File: src/rtl/slave_regif_pkg.sv
package slave_regif_pkg;
  localparam int DATA_W = 16;
  localparam int LANE_W = 8;
  localparam int CTL_W  = 5;

  typedef struct packed {
    logic cs_n;
    logic rd_n;
    logic wr_n;
    logic as_n;
    logic intack_n;
  } bus_ctl_t;

  // Zero the upper lane for an 8-bit transfer.
  function automatic logic [DATA_W-1:0] size_fit(input logic [DATA_W-1:0] d,
                                                 input logic is_byte);
    logic [DATA_W-1:0] r;
    r = d;
    if (is_byte) r[DATA_W-1:LANE_W] = '0;
    return r;
  endfunction

  // Handshake level request: 1 means drive the line low.
  function automatic logic hs_want(input logic mode_wait, input logic iack_act,
                                   input logic rd_reg_act, input logic wr_act,
                                   input logic valid);
    logic w;
    if (mode_wait) w = iack_act & ~valid;
    else           w = wr_act | ((rd_reg_act | iack_act) & valid);
    return w;
  endfunction
endpackage

File: src/rtl/slave_regif_sync.sv
module slave_regif_sync #(
  parameter int W = 1,
  parameter int STAGES = 2,
  parameter logic [W-1:0] INIT = '0
) (
  input  logic         clk,
  input  logic         rst,
  input  logic [W-1:0] d,
  output logic [W-1:0] q
);
  logic [W-1:0] stage_q [STAGES];

  genvar g;
  generate
    for (g = 0; g < STAGES; g++) begin : g_stage
      if (g == 0) begin : g_first
        always_ff @(posedge clk) begin
          if (rst) stage_q[g] <= INIT;
          else     stage_q[g] <= d;
        end
      end else begin : g_next
        always_ff @(posedge clk) begin
          if (rst) stage_q[g] <= INIT;
          else     stage_q[g] <= stage_q[g-1];
        end
      end
    end
  endgenerate

  assign q = stage_q[STAGES-1];
endmodule

File: src/rtl/slave_regif_decode.sv
module slave_regif_decode
  import slave_regif_pkg::*;
(
  input  logic     clk,
  input  logic     rst,
  input  bus_ctl_t ctl,
  output logic     wr_act,
  output logic     rd_reg_act,
  output logic     iack_act,
  output logic     rd_act,
  output logic     as_rise,
  output logic     wr_done,
  output logic     rd_start_reg,
  output logic     rd_start_iack
);
  logic cs_low;
  logic as_prev_q, wr_prev_q, rdr_prev_q, iack_prev_q;

  assign cs_low     = ~ctl.cs_n;
  assign wr_act     = ~ctl.wr_n & cs_low;
  assign rd_reg_act = ~ctl.rd_n & cs_low;
  assign iack_act   = ~ctl.rd_n & ~ctl.intack_n & ~cs_low;
  assign rd_act     = rd_reg_act | iack_act;

  always_ff @(posedge clk) begin
    if (rst) begin
      as_prev_q   <= 1'b1;
      wr_prev_q   <= 1'b0;
      rdr_prev_q  <= 1'b0;
      iack_prev_q <= 1'b0;
    end else begin
      as_prev_q   <= ctl.as_n;
      wr_prev_q   <= wr_act;
      rdr_prev_q  <= rd_reg_act;
      iack_prev_q <= iack_act;
    end
  end

  assign as_rise       = ctl.as_n & ~as_prev_q;
  assign wr_done       = ctl.wr_n & wr_prev_q;
  assign rd_start_reg  = rd_reg_act & ~rdr_prev_q;
  assign rd_start_iack = iack_act & ~iack_prev_q;
endmodule

File: src/rtl/slave_regif_xfer.sv
module slave_regif_xfer
  import slave_regif_pkg::*;
#(
  parameter int ADDR_W = 7,
  parameter int BYTE_BIT = 15,
  parameter int CFG_ADDR = 0
) (
  input  logic              clk,
  input  logic              rst,
  input  logic [DATA_W-1:0] ad_s,
  input  logic              as_rise,
  input  logic              wr_done,
  input  logic              rd_start_reg,
  input  logic              rd_start_iack,
  input  logic              rd_act,
  input  logic [DATA_W-1:0] reg_rdata,
  input  logic              iack_ready,
  input  logic [DATA_W-1:0] iack_vec,
  output logic [ADDR_W-1:0] reg_addr,
  output logic              reg_byte,
  output logic              reg_wr,
  output logic [DATA_W-1:0] reg_wdata,
  output logic              reg_rd,
  output logic [DATA_W-1:0] ad_out,
  output logic              ad_oe,
  output logic              data_valid,
  output logic              cfg_write
);
  logic [ADDR_W-1:0] addr_q;
  logic              byte_q;
  logic [DATA_W-1:0] hold_q;
  logic              valid_q, pend_q;
  logic              vec_load;

  assign cfg_write = wr_done && (addr_q == ADDR_W'(CFG_ADDR));
  assign vec_load  = pend_q & iack_ready & rd_act;

  always_ff @(posedge clk) begin
    if (rst) begin
      addr_q <= '0;
      byte_q <= 1'b0;
    end else if (as_rise) begin
      addr_q <= ad_s[ADDR_W-1:0];
      byte_q <= ad_s[BYTE_BIT];
    end
  end

  always_ff @(posedge clk) begin
    if (rst) begin
      reg_wr    <= 1'b0;
      reg_wdata <= '0;
      reg_rd    <= 1'b0;
    end else begin
      reg_wr <= wr_done;
      reg_rd <= rd_start_reg;
      if (wr_done) reg_wdata <= size_fit(ad_s, byte_q);
    end
  end

  always_ff @(posedge clk) begin
    if (rst) begin
      hold_q  <= '0;
      valid_q <= 1'b0;
      pend_q  <= 1'b0;
    end else begin
      if (rd_start_iack) pend_q <= 1'b1;
      if (reg_rd) begin
        hold_q  <= size_fit(reg_rdata, byte_q);
        valid_q <= 1'b1;
      end
      if (vec_load) begin
        hold_q  <= iack_vec;
        valid_q <= 1'b1;
        pend_q  <= 1'b0;
      end
      if (!rd_act) begin
        valid_q <= 1'b0;
        pend_q  <= 1'b0;
      end
    end
  end

  assign reg_addr   = addr_q;
  assign reg_byte   = byte_q;
  assign ad_out     = hold_q;
  assign data_valid = valid_q;
  assign ad_oe      = valid_q & rd_act;
endmodule

File: src/rtl/slave_regif_handshake.sv
module slave_regif_handshake
  import slave_regif_pkg::*;
(
  input  logic clk,
  input  logic rst,
  input  logic cfg_write,
  input  logic sel_s,
  input  logic wr_act,
  input  logic rd_reg_act,
  input  logic iack_act,
  input  logic data_valid,
  output logic mode_wait,
  output logic mode_set,
  output logic hs_n
);
  always_ff @(posedge clk) begin
    if (rst) begin
      mode_wait <= 1'b1;
      mode_set  <= 1'b0;
    end else if (cfg_write && !mode_set) begin
      mode_wait <= sel_s;
      mode_set  <= 1'b1;
    end
  end

  always_ff @(posedge clk) begin
    if (rst) hs_n <= 1'b1;
    else     hs_n <= ~hs_want(mode_wait, iack_act, rd_reg_act, wr_act, data_valid);
  end
endmodule

File: src/rtl/slave_regif.sv
module slave_regif
  import slave_regif_pkg::*;
#(
  parameter int ADDR_W = 7,
  parameter int BYTE_BIT = 15,
  parameter int CFG_ADDR = 0,
  parameter int SYNC_STAGES = 2
) (
  input  logic              clk,
  input  logic              rst,
  input  logic              cs_n,
  input  logic              rd_n,
  input  logic              wr_n,
  input  logic              as_n,
  input  logic              intack_n,
  input  logic              hs_sel,
  input  logic [15:0]       ad_in,
  output logic [15:0]       ad_out,
  output logic              ad_oe,
  output logic              hs_n,
  output logic [ADDR_W-1:0] reg_addr,
  output logic              reg_byte,
  output logic              reg_wr,
  output logic [15:0]       reg_wdata,
  output logic              reg_rd,
  input  logic [15:0]       reg_rdata,
  input  logic              iack_ready,
  input  logic [15:0]       iack_vec
);
  localparam logic [CTL_W-1:0] CTL_IDLE = '1;

  bus_ctl_t          ctl_raw, ctl_s;
  logic [CTL_W-1:0]  ctl_q;
  logic [DATA_W:0]   dat_q;
  logic [DATA_W-1:0] ad_s;
  logic              sel_s;

  logic wr_act_w, rd_reg_act_w, iack_act_w, rd_act_w;
  logic as_rise_w, wr_done_w, rd_start_reg_w, rd_start_iack_w;
  logic data_valid_w, cfg_write_w, mode_wait_w, mode_set_w;

  assign ctl_raw = '{cs_n: cs_n, rd_n: rd_n, wr_n: wr_n, as_n: as_n, intack_n: intack_n};

  slave_regif_sync #(.W(CTL_W), .STAGES(SYNC_STAGES), .INIT(CTL_IDLE)) u_ctl_sync (
    .clk(clk), .rst(rst), .d(ctl_raw), .q(ctl_q));

  slave_regif_sync #(.W(DATA_W+1), .STAGES(SYNC_STAGES), .INIT('0)) u_dat_sync (
    .clk(clk), .rst(rst), .d({hs_sel, ad_in}), .q(dat_q));

  assign ctl_s = bus_ctl_t'(ctl_q);
  assign ad_s  = dat_q[DATA_W-1:0];
  assign sel_s = dat_q[DATA_W];

  slave_regif_decode u_dec (
    .clk(clk), .rst(rst), .ctl(ctl_s),
    .wr_act(wr_act_w), .rd_reg_act(rd_reg_act_w), .iack_act(iack_act_w),
    .rd_act(rd_act_w), .as_rise(as_rise_w), .wr_done(wr_done_w),
    .rd_start_reg(rd_start_reg_w), .rd_start_iack(rd_start_iack_w));

  slave_regif_xfer #(.ADDR_W(ADDR_W), .BYTE_BIT(BYTE_BIT), .CFG_ADDR(CFG_ADDR)) u_xfer (
    .clk(clk), .rst(rst), .ad_s(ad_s), .as_rise(as_rise_w), .wr_done(wr_done_w),
    .rd_start_reg(rd_start_reg_w), .rd_start_iack(rd_start_iack_w), .rd_act(rd_act_w),
    .reg_rdata(reg_rdata), .iack_ready(iack_ready), .iack_vec(iack_vec),
    .reg_addr(reg_addr), .reg_byte(reg_byte), .reg_wr(reg_wr), .reg_wdata(reg_wdata),
    .reg_rd(reg_rd), .ad_out(ad_out), .ad_oe(ad_oe), .data_valid(data_valid_w),
    .cfg_write(cfg_write_w));

  slave_regif_handshake u_hs (
    .clk(clk), .rst(rst), .cfg_write(cfg_write_w), .sel_s(sel_s),
    .wr_act(wr_act_w), .rd_reg_act(rd_reg_act_w), .iack_act(iack_act_w),
    .data_valid(data_valid_w), .mode_wait(mode_wait_w), .mode_set(mode_set_w),
    .hs_n(hs_n));
endmodule

File: config.mk
export PLATFORM = sky130hd
export DESIGN_NAME = slave_regif
export DESIGN_NICKNAME = d
export VERILOG_FILES = /design/src/rtl/slave_regif_pkg.sv /design/src/rtl/slave_regif_sync.sv /design/src/rtl/slave_regif_decode.sv /design/src/rtl/slave_regif_xfer.sv /design/src/rtl/slave_regif_handshake.sv /design/src/rtl/slave_regif.sv
export SDC_FILE = /design/constraint.sdc
export NUM_CORES = 1
export LEC_CHECK = 0
export BUFFER_PORTS_ARGS = -buffer_cell sky130_fd_sc_hd__buf_2
export CAP_MARGIN = 0
export CORE_MARGIN = 1.5
export CORE_UTILIZATION = 50
export DETAILED_ROUTE_END_ITERATION = 10
export PLACE_DENSITY_LB_ADDON = 0.12
export SYNTH_ARGS = -nofsm -noshare
export SYNTH_HDL_FRONTEND = slang
export SYNTH_SLANG_ARGS = --single-unit
File: constraint.sdc
create_clock -name clk -period 2 [get_ports clk]
set_clock_uncertainty 0.2 [all_clocks]
set_input_delay 0.2 -clock clk [delete_from_list [all_inputs] [get_ports clk]]
set_output_delay 0.2 -clock clk [all_outputs]
set_load 0.01 [all_outputs]
======== Yosys cells after proc, flatten, opt, wreduce, memory -nomap -nowiden ========
Memories as Yosys holds them, arrays and structs flattened.
Index checks and enable logic that the tools add are counted.
operators by class
  muxes and demuxes ....................... 15
  reductions and logical operators ........ 7
  bitwise logic cells ..................... 28
operator list
  cell                number
  17-bit 2-to-1 mux   2
  16-bit 2-to-1 mux   2
  8-bit 2-to-1 mux    2
  1-bit bitwise AND   12
  5-bit 2-to-1 mux    2
  1-bit NOT           10
  7-bit zero test     1
  1-bit 2-to-1 mux    7
  1-bit bitwise OR    6
  3-bit OR reduction  1
  1-bit logical AND   2
  2-bit nonzero test  1
  2-bit OR reduction  1
  1-bit zero test     1
word-level totals
  RAM bits ................................ 44
  output and inout port bits .............. 44
  logic and storage cells ................. 67
  input bits .............................. 57
  bits in registers ....................... 51
  memories ................................ 2
memory list
  name                depth  width  rd ports  clocked after Yosys merged registers in  write ports  line                    text
  u_dat_sync.stage_q  2      17     2         0                                        2            slave_regif_sync.sv:11  logic [W-1:0] stage_q [STAGES];
  u_ctl_sync.stage_q  2      5      2         0                                        2            slave_regif_sync.sv:11

======== Longest topological paths before layout ========
Gate-level depths: netlist (run 1).
  depth after elaboration ................. 9
  depth in mapped cells ................... 5
  depth with buffers taken out ............ 3

======== Cells and area by module ========
A second synthesis (run 1) with hierarchy kept.
second synthesis, totals
  cell total of the unflattened synthesis .. 307
  area total of the unflattened synthesis .. 3,490.8 um^2
modules (own cells, without submodules)
  module                         sequential area each (um^2)  cells each  area an instance (um^2)  times used
  slave_regif_xfer               880.8                        187         2,014.4                  1
  slave_regif_sync (u_dat_sync)  680.7                        71          937.1                    1
  slave_regif_sync (u_ctl_sync)  200.2                        20          262.8                    1
  slave_regif_decode             80.1                         17          158.9                    1
  slave_regif_handshake          60.1                         12          117.6                    1

======== Worst setup path after synthesis (run 1) ========
OpenSTA, ideal clock, no wires.
  path type ............................... register to register
  start point ............................. mem u_ctl_sync.stage_q[1][4] (netlist bit)
  end point ............................... reg u_xfer.pend_q
  path slack .............................. 0.442 ns
  required time ........................... 1.720 ns
  cell stages (with the launch flop) ...... 4
  path buffers ............................ 0
  data arrival time ....................... 1.278 ns
  period minus slack after synthesis ...... 1.558 ns
  library setup time ...................... 0.080 ns
  path through ............................ dfxtp_1 -> or3b_1 -> or3_1 -> a211oi_2
RTL lines
  element                 line                    text
  start: declaration      slave_regif_sync.sv:11
  end signal: assignment  slave_regif_xfer.sv:64  pend_q <= 1'b0;
  end signal: assignment  slave_regif_xfer.sv:66  if (rd_start_iack) pend_q <= 1'b1;
  end signal: assignment  slave_regif_xfer.sv:74  pend_q <= 1'b0;
  end: declaration        slave_regif_xfer.sv:32  logic valid_q, pend_q;

==> results list, run 1 <==
- TritonCTS built the clock tree.
- Max-Cap Viols: 0
- Diode count: 0
* RePlAce Congestion: roughly 0.74
- Post-CTS repair changed the size of 0 cells.
- Net Count, Synth: around 380
- Power per standard cell area: approximately 790 nW/um2
- The synthesized design devotes to its leading area cell type 59.7% of total area.
* Violation count after the first detailed-route iteration: around 100
- The tightest min-delay check is of the input pin to flop type.
- Die Span Y: just over 80 um
- Setup total negative slack on the finished layout was measured at 0 ns.
- VDD sags by at most roughly 0.66 mV.
- Clock tree synthesis selected as its root buffer the cell clkbuf_8.
- A synthesized cell averages approximately 10 um2.
* Transition at the pin with the smallest max-transition slack: around 0.66 ns
* Average wire per cell in the routed design: about 13 um
* Port-buffer cells: 100
- DR WL met3: about 470 um
* Crit share post-route: 82.7%
- Across every metal layer, demand over resource in global routing totals 21.0%.
* Cell Rows: 28
- Counting flops and latches in the post-synthesis netlist gives 95.
- Worst setup slack before clock tree synthesis: 0.373 ns
- Final hold violation count: 0
* Top cells by area, synth: dfxtp_1, nor2b_1, nand2_1
- Worst slew margin relative to its limit: between 50 and 60%
* Buffers inserted during post-CTS setup optimization: 0
* Total number of clock tree sinks: 95
* Critical Path Sink Type: primary output
* Post-detailed-route DRC marker count: 0
- Setup ws final: roughly 0.35 ns
- Detailed-routing iteration count for the pre-antenna-repair pass: 4
- The synthesized design contains 0 enable-type register cells.
- The critical path is of the flop to primary output type.
- Final WL: between 6 and 7 mm
* Routed Antenna Nets: 0
- In the final layout, the share of cells above drive strength 1 is 29.5%.
- Leading area contributor after synthesis: dfxtp_1
- Outcome: finished, final reports clean
- The startpoint identified for the worst hold timing path is iack_vec[2].
- At the end of the flow, the number of nets in the layout was about 510.
* Die width: 82.8 um
- Number of buffers inserted during clock tree synthesis: 9
- Detailed-route vias per instance: 4.93
* Routed met2 length: ~3.3 mm
* Proportion of synthesized flip-flops having asynchronous set or reset: 0%
* Maximum number of buffers from clock root to sink: 2
- For the worst flop-to-flop path, the logic depth is 3.
- In this run the static leakage power is between 1.5 and 2 nW.
* Total congestion overflow: 0
- Routed vias: between 2k and 3k
- Leading register cell type out of synthesis: dfxtp_1
- Count of mapped cells out of synthesis: around 320
- Minimum clock period: around 1.7 ns
* Setup violators final: 0
- By count the netlist is led by dfxtp_1, nand2_1, nor2b_1.
* Slew Limit Fails: 0
* Die Area: around 6900 um2
- Wire length of the first global-routing pass: about 12 mm
* Maximum number of pins on one net before global-route repair: 40
- Starting density of the core: 52.9%
- Synth unique cells: 25
- Area Overhead vs Synth: 36.8%
- Total standard cell area after synthesis: around 3200 um2
- Worst Path Required: around 1.6 ns
* Highest fanout seen on the critical path: 7
- The clock tree synthesis step divided the H-tree into 3 levels.
- Fmax achieved: slightly above 0.6 GHz
- Pin placement for this block handled between 100 and 150 I/O pins.
- Launching point of the worst reg2reg path: u_ctl_sync.stage_q[1][4]$_SDFF_PP1_
- Once detailed placement completed, the half-perimeter wirelength came to 4.23 mm.
* Arrival time of data at the critical path endpoint: 1.25 ns
* Highest metal used: met4
* YS warnings: 0
* Source-to-sink clock delay at the later pin of the worst-skew pair: between 0.3 and 0.4 ns
- Vias in the first global route: 2551
- Antenna violations before repair: 0
* Worst Hold End: u_xfer.ad_out[2]$_SDFFE_PP0P_
- The worst register-to-register path ends at u_xfer.pend_q$_SDFFE_PP0P_.
* Worst Hold Margin: between 0.005 and 0.006 ns
- Most repeated cell in the gate-level netlist after synthesis: dfxtp_1
- Total power for the finished layout comes to roughly 0.0035 W.
- Internal reg-to-reg setup slack: 0.35 ns
- STA classifies the critical path startpoint as a flop.
- The worst hold path passes through 3 cells.
- After clock tree synthesis, the flow added hold-fix buffers numbering 38.
* Clock slew at the register clock pins of the worst setup and hold paths: about 0.080 ns
- Sequential-to-total area share from yosys stat: roughly three fifths
- For this block, wires on met1 add up to between 3 and 4 mm.
- The floorplan step defined a core boundary enclosing 6030 um2.
- Setup repair after global routing left no endpoint under its margin.
-- state kept, by name, summed over array words and instances, names as in the netlist --
register	count
u_dec.wr_prev_q	1
u_hs.mode_wait	1
u_xfer.reg_rd	1
u_xfer.reg_byte	1
u_xfer.reg_wr	1
u_xfer.reg_wdata	16
u_dec.rdr_prev_q	1
u_hs.mode_set	1
u_dec.iack_prev_q	1
u_dec.as_prev_q	1
u_ctl_sync.stage_q	10
u_xfer.reg_addr	7
u_dat_sync.stage_q	34
u_hs.hs_n	1
u_xfer.ad_out	16
u_xfer.pend_q	1
u_xfer.data_valid	1
-- area by class of cell --
type / instances / area (um2)
repair buffers: 145 / 946
clock buffers: 12 / 165
well taps: 75 / 93.8
flip-flops and latches: 95 / 1900
fillers: 438 / 1670
clock inverters: 4 / 52.6
multi-input cells: 204 / 1190
inverters: 1 / 3.75
-- worst max-delay path: stages, from the launching register on --
cell	delay, ns
dfxtp_1	0.37
a21oi_1	0.24
and2_1	0.17
buf_2	0.12
-- stage by stage --
step	area, um2	cells	utilization, %
final	4360	536	72.3
after global routing	4360	536	72.3
after CTS	4360	536	72.3
after detailed placement	3760	482	62.4
after global placement	3760	482	62.4
after floorplan	3190	322	-
-- cell families (layout without fill, tap and decap cells) --
family | Yosys count | in the layout | share of synthesized area, %
AO/OA/AOI/OAI | 49 | 49 | 9.74
buffers and inverters | 23 | 162 | 2.83
flip-flops | 95 | 95 | 59.7
multiplexers | 9 | 9 | 2.83
AND/OR/NAND/NOR | 146 | 146 | 24.9
-- worst max-delay path by stage --
| stage | from | to | slack (ns) | depth (start not counted) |
|---|---|---|---|---|
| 2_1_floorplan | u_ctl_sync.stage_q[1][4]$_SDFF_PP1_ | u_xfer.pend_q$_SDFFE_PP0P_ | 0.44 | 3 |
| 3_3_place_gp | u_ctl_sync.stage_q[1][4]$_SDFF_PP1_ | u_xfer.pend_q$_SDFFE_PP0P_ | 0.40 | 3 |
| 3_5_place_dp | u_ctl_sync.stage_q[1][4]$_SDFF_PP1_ | u_xfer.pend_q$_SDFFE_PP0P_ | 0.37 | 3 |
| 4_1_cts | u_ctl_sync.stage_q[1][4]$_SDFF_PP1_ | ad_oe | 0.32 | 3 |
| 5_1_grt | u_ctl_sync.stage_q[1][4]$_SDFF_PP1_ | ad_oe | 0.24 | 3 |
| 6_report | u_ctl_sync.stage_q[1][4]$_SDFF_PP1_ | ad_oe | 0.35 | 3 |
-- placed cells by master (no fill, tap or decap), types with 9 or more instances in the layout --
cell type	instances
a211oi_1	11
a21oi_1	29
buf_2	100
clkbuf_8	12
dfxtp_1	95
dlygate4sd3_1	38
mux2i_1	9
nand2_1	42
nand3b_1	14
nor2b_1	38
nor3_1	18
or2_2	11
-- layer usage --
| metal | up-vias | GRT usage, % |
|---|---|---|
| li1 | 1354 | - |
| met1 | 1188 | 25.8 |
| met2 | 93 | 35.1 |
| met3 | 10 | 5.77 |
| met4 | 0 | 8.33 |
| met5 | - | 0 |
-- power by group --
part | internal (W) | total [W] | switching (W)
logic | 0.000124 | 0.000198 | 0.0000734
registers | 0.00193 | 0.00195 | 0.0000162
clock network | 0.000680 | 0.00131 | 0.000632
total | 0.00274 | 0.00346 | 0.000722
(Power assumes the default switching activity.)
==> run 2, diff against run 1 <==
Settings changed: ABC_AREA set to 1, CORE_UTILIZATION 50 to 45.
Clock period 2 ns to 1.35 ns, I/O delays scaled along.
==> run 2 against run 1 <==
The flow now finishes with violations (negative setup slack). First-iteration DRC count rose by 13%. Flip-flop and latch count is the same. Sequential share of layout area down 3.8 points. Largest power group unchanged. Highest routed layer unchanged.
==> results list, run 2 <==
* Fmax achieved: roughly 0.7 GHz
- The H-tree level count was 3 (unchanged).
- The cell area after synthesis was 3320 um2 (+4.2%).
- The number of top-level design ports was 101 (unchanged).
- The area of the core region is 7180 um2 (+19%).
- CTS root buffer: clkbuf_8
- The part of the total power dissipated in combinational logic came to 7.9% (+2.2 points).
- The cell count after synthesis came to 420 (+30%).
- The largest net degree at the start of global routing came to 28 (-30%).
- Gr usage total: 19.7% (-1.3 points)
* Outcome: finished with violations
- Largest Register: u_dat_sync.stage_q
* Leading area contributor after synthesis: dfxtp_1
* Sequential power share: 57.5% (+1.1 points)
- Net switching power figure: 0.00123 W (+71%)
- Critical Path Sink Type: primary output
- The aggregate global routing overflow is 0 (unchanged).
* Start-to-end type of the worst setup path: flop to primary output
- Count of nets after finishing: 643 (+25%)
* Power per standard cell area: 1060 nW/um2 (+33%)
- Port-buffer cells: 100 (unchanged)
- Transition at the pin with the smallest max-transition slack: 0.334 ns (-0.330 ns)
* Combined area of the multi-input logic cells: 1130 um2 (-5.3%)
- The share of total power consumed by net switching was 24.4% (+3.5 points).
- The fraction of synthesized cell area taken by the top area cell type is 57.3% (-2.4 points).
- Violation count after the first detailed-route iteration: 111 (+13%)
* Worst setup slack before clock tree synthesis: -0.0282 ns (-0.401 ns)
* Static leakage power: 2.40 nW (+35%)
- The number of pins exceeding their max-slew limit in the final report was 0 (unchanged).
- Die width: 88.9 um (+7.3%)
- The maximum root-to-sink buffer count came to 2 (unchanged).
- The power after layout was 0.00506 W (+46%).
* Total number of clock tree sinks: 95 (unchanged)
- Antenna violations before repair: 0 (unchanged)
- The filler cell count in the final layout is 630 (+44%).
- The detailed-route via count came to 3121 (+18%).
- Sequential-to-total area share from yosys stat: 57.3% (-2.4 points)
- Max-Cap Viols: 0 (unchanged)
* Flip-flop count of the largest register after layout: 34 (unchanged)
- Cell-internal power: 0.00383 W (+40%)
- For the finished layout, the period the worst path requires is approximately 1.4 ns.
- Detailed-routing iteration count for the pre-antenna-repair pass: 4 (unchanged)
- The total detailed-routing wirelength was 7.56 mm (+8.3%).
- Setup ws final: -0.0853 ns (-0.430 ns)
- Post-synth EDFFs: 0 (unchanged)
* Worst slew margin relative to its limit: 77.7% (+22 points)
- The floorplan die height is 88.9 um (+7.3%).
- The global-route wire length before repair came to 11.9 mm (+1.9%).
* Arrival time of data at the critical path endpoint: 1.10 ns (-0.15 ns)
* Peak ir drop on the vdd network: 0.654 mV (-0.91%)
- Top cells by area, synth: dfxtp_1, nor2_1, nand3_1
* Total negative slack for setup checks: -0.125 ns (-0.125 ns)
- Slowest stage cell, crit path: dfxtp_2
* Commonest non-fill, non-tap cell in the layout: buf_2
* Commonest cells in the netlist: dfxtp_1, nor2_1, nand2_1
- YS warnings: 0 (unchanged)
- In the layout the commonest cells are buf_2, dfxtp_1, nor2_1.
* Average wire per cell in the routed design: 11.0 um (-16%)
- TritonCTS clock tree: done
* Worst Path Required: 1.01 ns (-0.59 ns)
- Cell Rows: 31 (+11%)
- Compared with the post-synthesis result, the final layout area differs by 44.2%.
- The post-synthesis net count came to 477 (+26%).
- Proportion of synthesized flip-flops having asynchronous set or reset: 0% (unchanged)
- Clock network fraction of total power: 34.6% (-3.3 points)
* Synth unique cells: 21 (-16%)
- The via count of the first global-routing pass is 2773 (+8.7%).
- The clock transition at the registers of the reported paths was 0.10 ns (+0.02 ns).
- The overall die area came to 7900 um2 (+15%).
- Leading register cell type out of synthesis: dfxtp_1
* Number of storage elements in the synthesis netlist: 95 (unchanged)
- Walking the worst path, the cells encountered are a21oi_4 -> inv_2 -> nor2_1 -> buf_2.
- The sequential cell area was 1910 um2 (+0.26%).
- The starting utilization of the core area was 46.3% (-6.6 points).
* Startpoint Class: flop
- The stage delay of the slowest cell on the critical path was 0.34 ns (-0.03 ns).
* Kind of path behind the tightest hold check: input pin to flop
- Worst Hold Margin: 0.170 ns (+0.164 ns)
- The share of cells above drive strength 1 is 26.6% (-2.9 points).
* Diode count: 0 (unchanged)
- The final reports fail on negative setup slack.
- The clock latency at the later pin of the worst-skew pair came to 0.35 ns (about the same).
- Half-perimeter wire length after detailed placement: 4.79 mm (+13%)
* Routed Antenna Nets: 0 (unchanged)
- Setup repair after global routing could not meet its margin everywhere.
- Post-detailed-route DRC marker count: 0 (unchanged)
* Crit share post-route: 106%
* Most repeated cell in the gate-level netlist after synthesis: dfxtp_1
* Instance area at placement: 3990 um2 (+6.2%)
* RePlAce Congestion: 0.752 (+1.6%)
- The total of endpoints with negative setup slack in the final report came to 6 (+6).
* Highest fanout seen on the critical path: 2 (-5)
- The total non-filler cell area in the finished layout came to 4790 um2 (+9.9%).
* Detailed-route vias per instance: 4.52 (-8.3%)
* Average cell area after synthesis: 7.90 um2 (-20%)
- Final hold violation count: 0 (unchanged)
- Number of buffers inserted during clock tree synthesis: 9 (unchanged)
run 2: layout make-up:
type	instances	share of cell area, %
Clock inverter	7	1.28
Multi-Input combinational cell	249	23.6
Sequential cell	95	39.8
Inverter	60	5.02
Tap cell	99	2.59
Clock buffer	9	2.59
Timing Repair Buffer	171	25.1
run 2: logic make-up (layout without fill, tap and decap cells):
group,Yosys count,after routing,share of synthesized area [%]
AO/OA/AOI/OAI,38,38,6.14
buffers and inverters,77,247,9.50
flip-flops,95,95,57.3
AND/OR/NAND/NOR,210,211,27.1
run 2: path summary, 6_finish.rpt:
check	slack (ns)	depth (start not counted)	startpoint	to
max reg2reg	-0.01	6	u_ctl_sync.stage_q[1][0]$_SDFF_PP1_	u_xfer.ad_out[3]$_SDFFE_PP0P_
min reg2reg	0.19	1	u_dec.rdr_prev_q$_SDFF_PP0_	u_xfer.reg_rd$_SDFF_PP0_
min	0.17	5	iack_ready	u_xfer.pend_q$_SDFFE_PP0P_
max	-0.09	4	u_ctl_sync.stage_q[1][0]$_SDFF_PP1_	ad_oe
run 2: per-stage QoR:
step           util [%]  cells
2_1_floorplan         -    420
3_3_place_gp       55.6    616
3_5_place_dp       55.6    616
4_1_cts            66.4    690
5_1_grt            66.7    690
6_report           66.7    690
run 2: power groups by stage:
stage          registers [W]  clock network [W]  logic (W)
4_1_cts              0.00291            0.00180   0.000394
3_5_place_dp         0.00297                  0   0.000269
5_1_grt              0.00292            0.00192   0.000447
3_3_place_gp         0.00297                  0   0.000265
6_report             0.00291            0.00175   0.000399
2_1_floorplan        0.00297                  0   0.000123
run 2: what timing repair did:
action                     CTS  global route
hold buffers                55             0
hold endpoints to repair    42             0
gates cloned                 1             0
setup endpoints to repair   18            35
pin swaps                    2             1
buffers inserted             2             0
resized for setup            4             8
run 2: critical path: cells and delay by family (launching register included):
family | cells | cell delay (ns)
flops | 1 | 0.34
buf+inv | 2 | 0.19
compound gates | 1 | 0.16
simple gates | 1 | 0.07
run 2: metal layers:
layer	wire length, um	share of wire (%)	GRT usage, %
met1	3570	47	24.9
met2	3620	48	32.9
met3	216	2.9	3.64
met4	157	2.1	8.66
met5	0	0	0
==> run 3, diff against run 2 <==
Settings changed: CORE_MARGIN 1.5 to 2.
==> run 3 against run 2 <==
The run still ends with negative setup slack left. First-iteration DRC count up 32%. Routed wire length rose by 6.2%. Power fell by 0.92%. Via count rose by 1.3%. Sequential share of layout area fell by 0.78 points. Critical path type unchanged. Highest routed layer unchanged.
==> results list, run 3 (synthesis results as in run 2) <==
* Fin cells: 694 (+0.58%)
- The part of the cycle the worst path needs is 107% (+1.2 points).
* Final hold violation count: 0 (unchanged)
- The total instance count after detailed placement came to 616 (unchanged).
- Die Area: 8080 um2 (+2.3%)
- Instance area at placement: 3980 um2 (-0.31%)
* Fill cells: 637 (+1.1%)
* Antenna violations before repair: 0 (unchanged)
- Count of nets after finishing: 647 (+0.62%)
* Die Span Y: 89.9 um (+1.1%)
- The largest net degree at the start of global routing was 28 (unchanged).
- The area of the core region came to 7210 um2 (+0.54%).
- Half-perimeter wire length after detailed placement: 4.72 mm (-1.6%)
- The worst register-to-register path begins at u_ctl_sync.stage_q[1][0]$_SDFF_PP1_.
- The global-route wire length before repair was 13.2 mm (+11%).
- Area Overhead vs Synth: 47.0%
- Minimum clock period: 1.45 ns (+0.0157 ns)
- Slew Limit Fails: 0 (unchanged)
- The worst path setup slack after routing came to -0.101 ns (-0.0157 ns).
- The via count of the first global-routing pass came to 2986 (+7.7%).
- The worst hold slack came to 0.183 ns (+0.0127 ns).
- The tightest min-delay check is of the input pin to flop type.
- Internal reg-to-reg setup slack: -0.08 ns (-0.07 ns)
- The achievable clock frequency is 0.689 GHz (-1.1%).
* Final WL: 8.02 mm (+6.2%)
* Routed vias: 3162 (+1.3%)
- Clock slew at the register clock pins of the worst setup and hold paths: 0.09 ns (about the same)
* Post-layout instance area: 4880 um2 (+2.0%)
* Gr usage total: 19.8% (+0.032 points)
- Commonest cells after routing, fill and taps aside: buf_2, dfxtp_1, nor2_1
- Starting density of the core: 46.0% (-0.25 points)
- Maximum number of buffers from clock root to sink: 2 (unchanged)
- Worst Path Required: 1.01 ns (about the same)
* Outcome: finished with violations
- Start-to-end type of the worst setup path: flop to primary output
* RSZ-0062 raised after global routing: yes
- Commonest non-fill, non-tap cell in the layout: buf_2
- Violation count after the first detailed-route iteration: 146 (+32%)
* H-Tree Depth: 3 (unchanged)
* DRT met1 WL: 3.50 mm (-1.9%)
- The number of port buffers is 100 (unchanged).
- Startpoint Class: flop
- Number of buffers inserted during clock tree synthesis: 9 (unchanged)
- Diode count: 0 (unchanged)
- The worst setup path is captured at a primary output.
* Post-detailed-route DRC marker count: 0 (unchanged)
- The final weighted congestion of routability-driven global placement came to 0.777 (+3.4%).
- Setup violators final: 18 (+12)
- The worst path arrival time came to 1.12 ns (+0.02 ns).
- The met3 layer wire length in the routed design is 409 um (+89%).
- The static leakage came to 2.40 nW (-0.34%).
* Detailed-routing iteration count for the pre-antenna-repair pass: 4 (unchanged)
* Max-Cap Viols: 0 (unchanged)
* Total number of clock tree sinks: 95 (unchanged)
- The count of standard-cell rows came to 31 (unchanged).
- The path with the worst hold slack has its endpoint at u_xfer.ad_out[0]$_SDFFE_PP0P_.
- The largest vdd supply drop came to 0.583 mV (-11%).
- Routed met2 length: 3.96 mm (+9.5%)
* Highest metal used: met4
- The routed via count divided by cell count is 4.56 (+0.73%).
- Final core utilization: 67.7% (+0.96 points)
- The power per unit of standard cell area is 1030 nW/um2 (-2.9%).
- Path depth of the worst reg2reg path: 7 (+1)
* Failing checks: negative setup slack
- R2r endpoint: u_xfer.ad_out[4]$_SDFFE_PP0P_
- The power after layout came to 0.00501 W (-0.92%).
- TritonCTS clock tree: done
* Count of cells along the worst hold path: 7 (+2)
* I/O pin count: 101 (unchanged)
* Layout cell share with drive strength beyond 1: 27.9% (+1.3 points)
- The root buffer cell chosen for the clock tree is clkbuf_8.
* Routed Antenna Nets: 0 (unchanged)
- The register with the most flip-flops in the final layout is u_dat_sync.stage_q.
- Flip-flop count of the largest register after layout: 34 (unchanged)
- Worst slew margin relative to its limit: 82.4% (+4.7 points)
- Source-to-sink clock delay at the later pin of the worst-skew pair: 0.35 ns (about the same)
- The routed wirelength normalized by instance count came to 11.6 um (+5.6%).
- The startpoint identified for the worst hold timing path is iack_ready.
* Die width: 89.9 um (+1.1%)
- Transition at the pin with the smallest max-transition slack: 0.265 ns (-0.0697 ns)
- Total congestion overflow: 0 (unchanged)
- Highest fanout seen on the critical path: 2 (unchanged)
run 3: how the worst max path moves through the flow:
stage | cells after the start | from | slack (ns) | end
after detailed placement | 5 | u_ctl_sync.stage_q[1][0]$_SDFF_PP1_ | -0.05 | u_xfer.ad_out[3]$_SDFFE_PP0P_
after floorplan | 5 | u_ctl_sync.stage_q[1][4]$_SDFF_PP1_ | 0.03 | u_xfer.ad_out[10]$_SDFFE_PP0P_
after global routing | 4 | u_ctl_sync.stage_q[1][0]$_SDFF_PP1_ | -0.14 | ad_oe
after CTS | 4 | u_ctl_sync.stage_q[1][4]$_SDFF_PP1_ | -0.14 | ad_oe
final | 4 | u_ctl_sync.stage_q[1][0]$_SDFF_PP1_ | -0.10 | ad_oe
after global placement | 3 | u_ctl_sync.stage_q[1][0]$_SDFF_PP1_ | 0.002 | u_xfer.pend_q$_SDFFE_PP0P_
run 3: routing by layer:
metal	track usage, %	up-vias
met4	8.46	0
met2	33.8	92
met5	0	-
met1	24.8	1413
li1	-	1642
met3	3.19	15
run 3: stage by stage:
step / setup WS (ns) / TNS [ns]
2_1_floorplan: 0.0266 / 0
5_1_grt: -0.138 / -2.06
4_1_cts: -0.142 / -0.586
3_5_place_dp: -0.0535 / -0.409
6_report: -0.101 / -1.04
3_3_place_gp: 0.00238 / 0
run 3: final cells by class:
type / count / area (um2) / area share, %
inverter: 60 / 230 / 4.72
multi-input combinational: 250 / 1180 / 24.2
tap: 99 / 124 / 2.54
sequential: 95 / 1910 / 39.1
timing repair buffer: 174 / 1260 / 25.8
clock buffer: 10 / 128 / 2.61
clock inverter: 6 / 52.6 / 1.08
run 3: critical path, cell delays in order, from the launching register on:
cell and delay (ns):
dfxtp_2 0.34, a21oi_4 0.15, inv_2 0.05, nor2_2 0.09, buf_2 0.14
run 3: report_power, final:
part           internal [W]  switching, W  leakage [nW]
Combinational      0.000240      0.000170          1.54
Sequential          0.00288     0.0000288         0.775
Clock              0.000700      0.000997        0.0854
Total               0.00382       0.00120          2.40
run 3: timing repair:
item	CTS	global route
cloned	1	2
hold buffers	55	0
pin swaps	3	5
buffers inserted	2	2
endpoints found under the setup margin	20	32
gates resized for setup	9	19
hold endpoints to repair	42	0
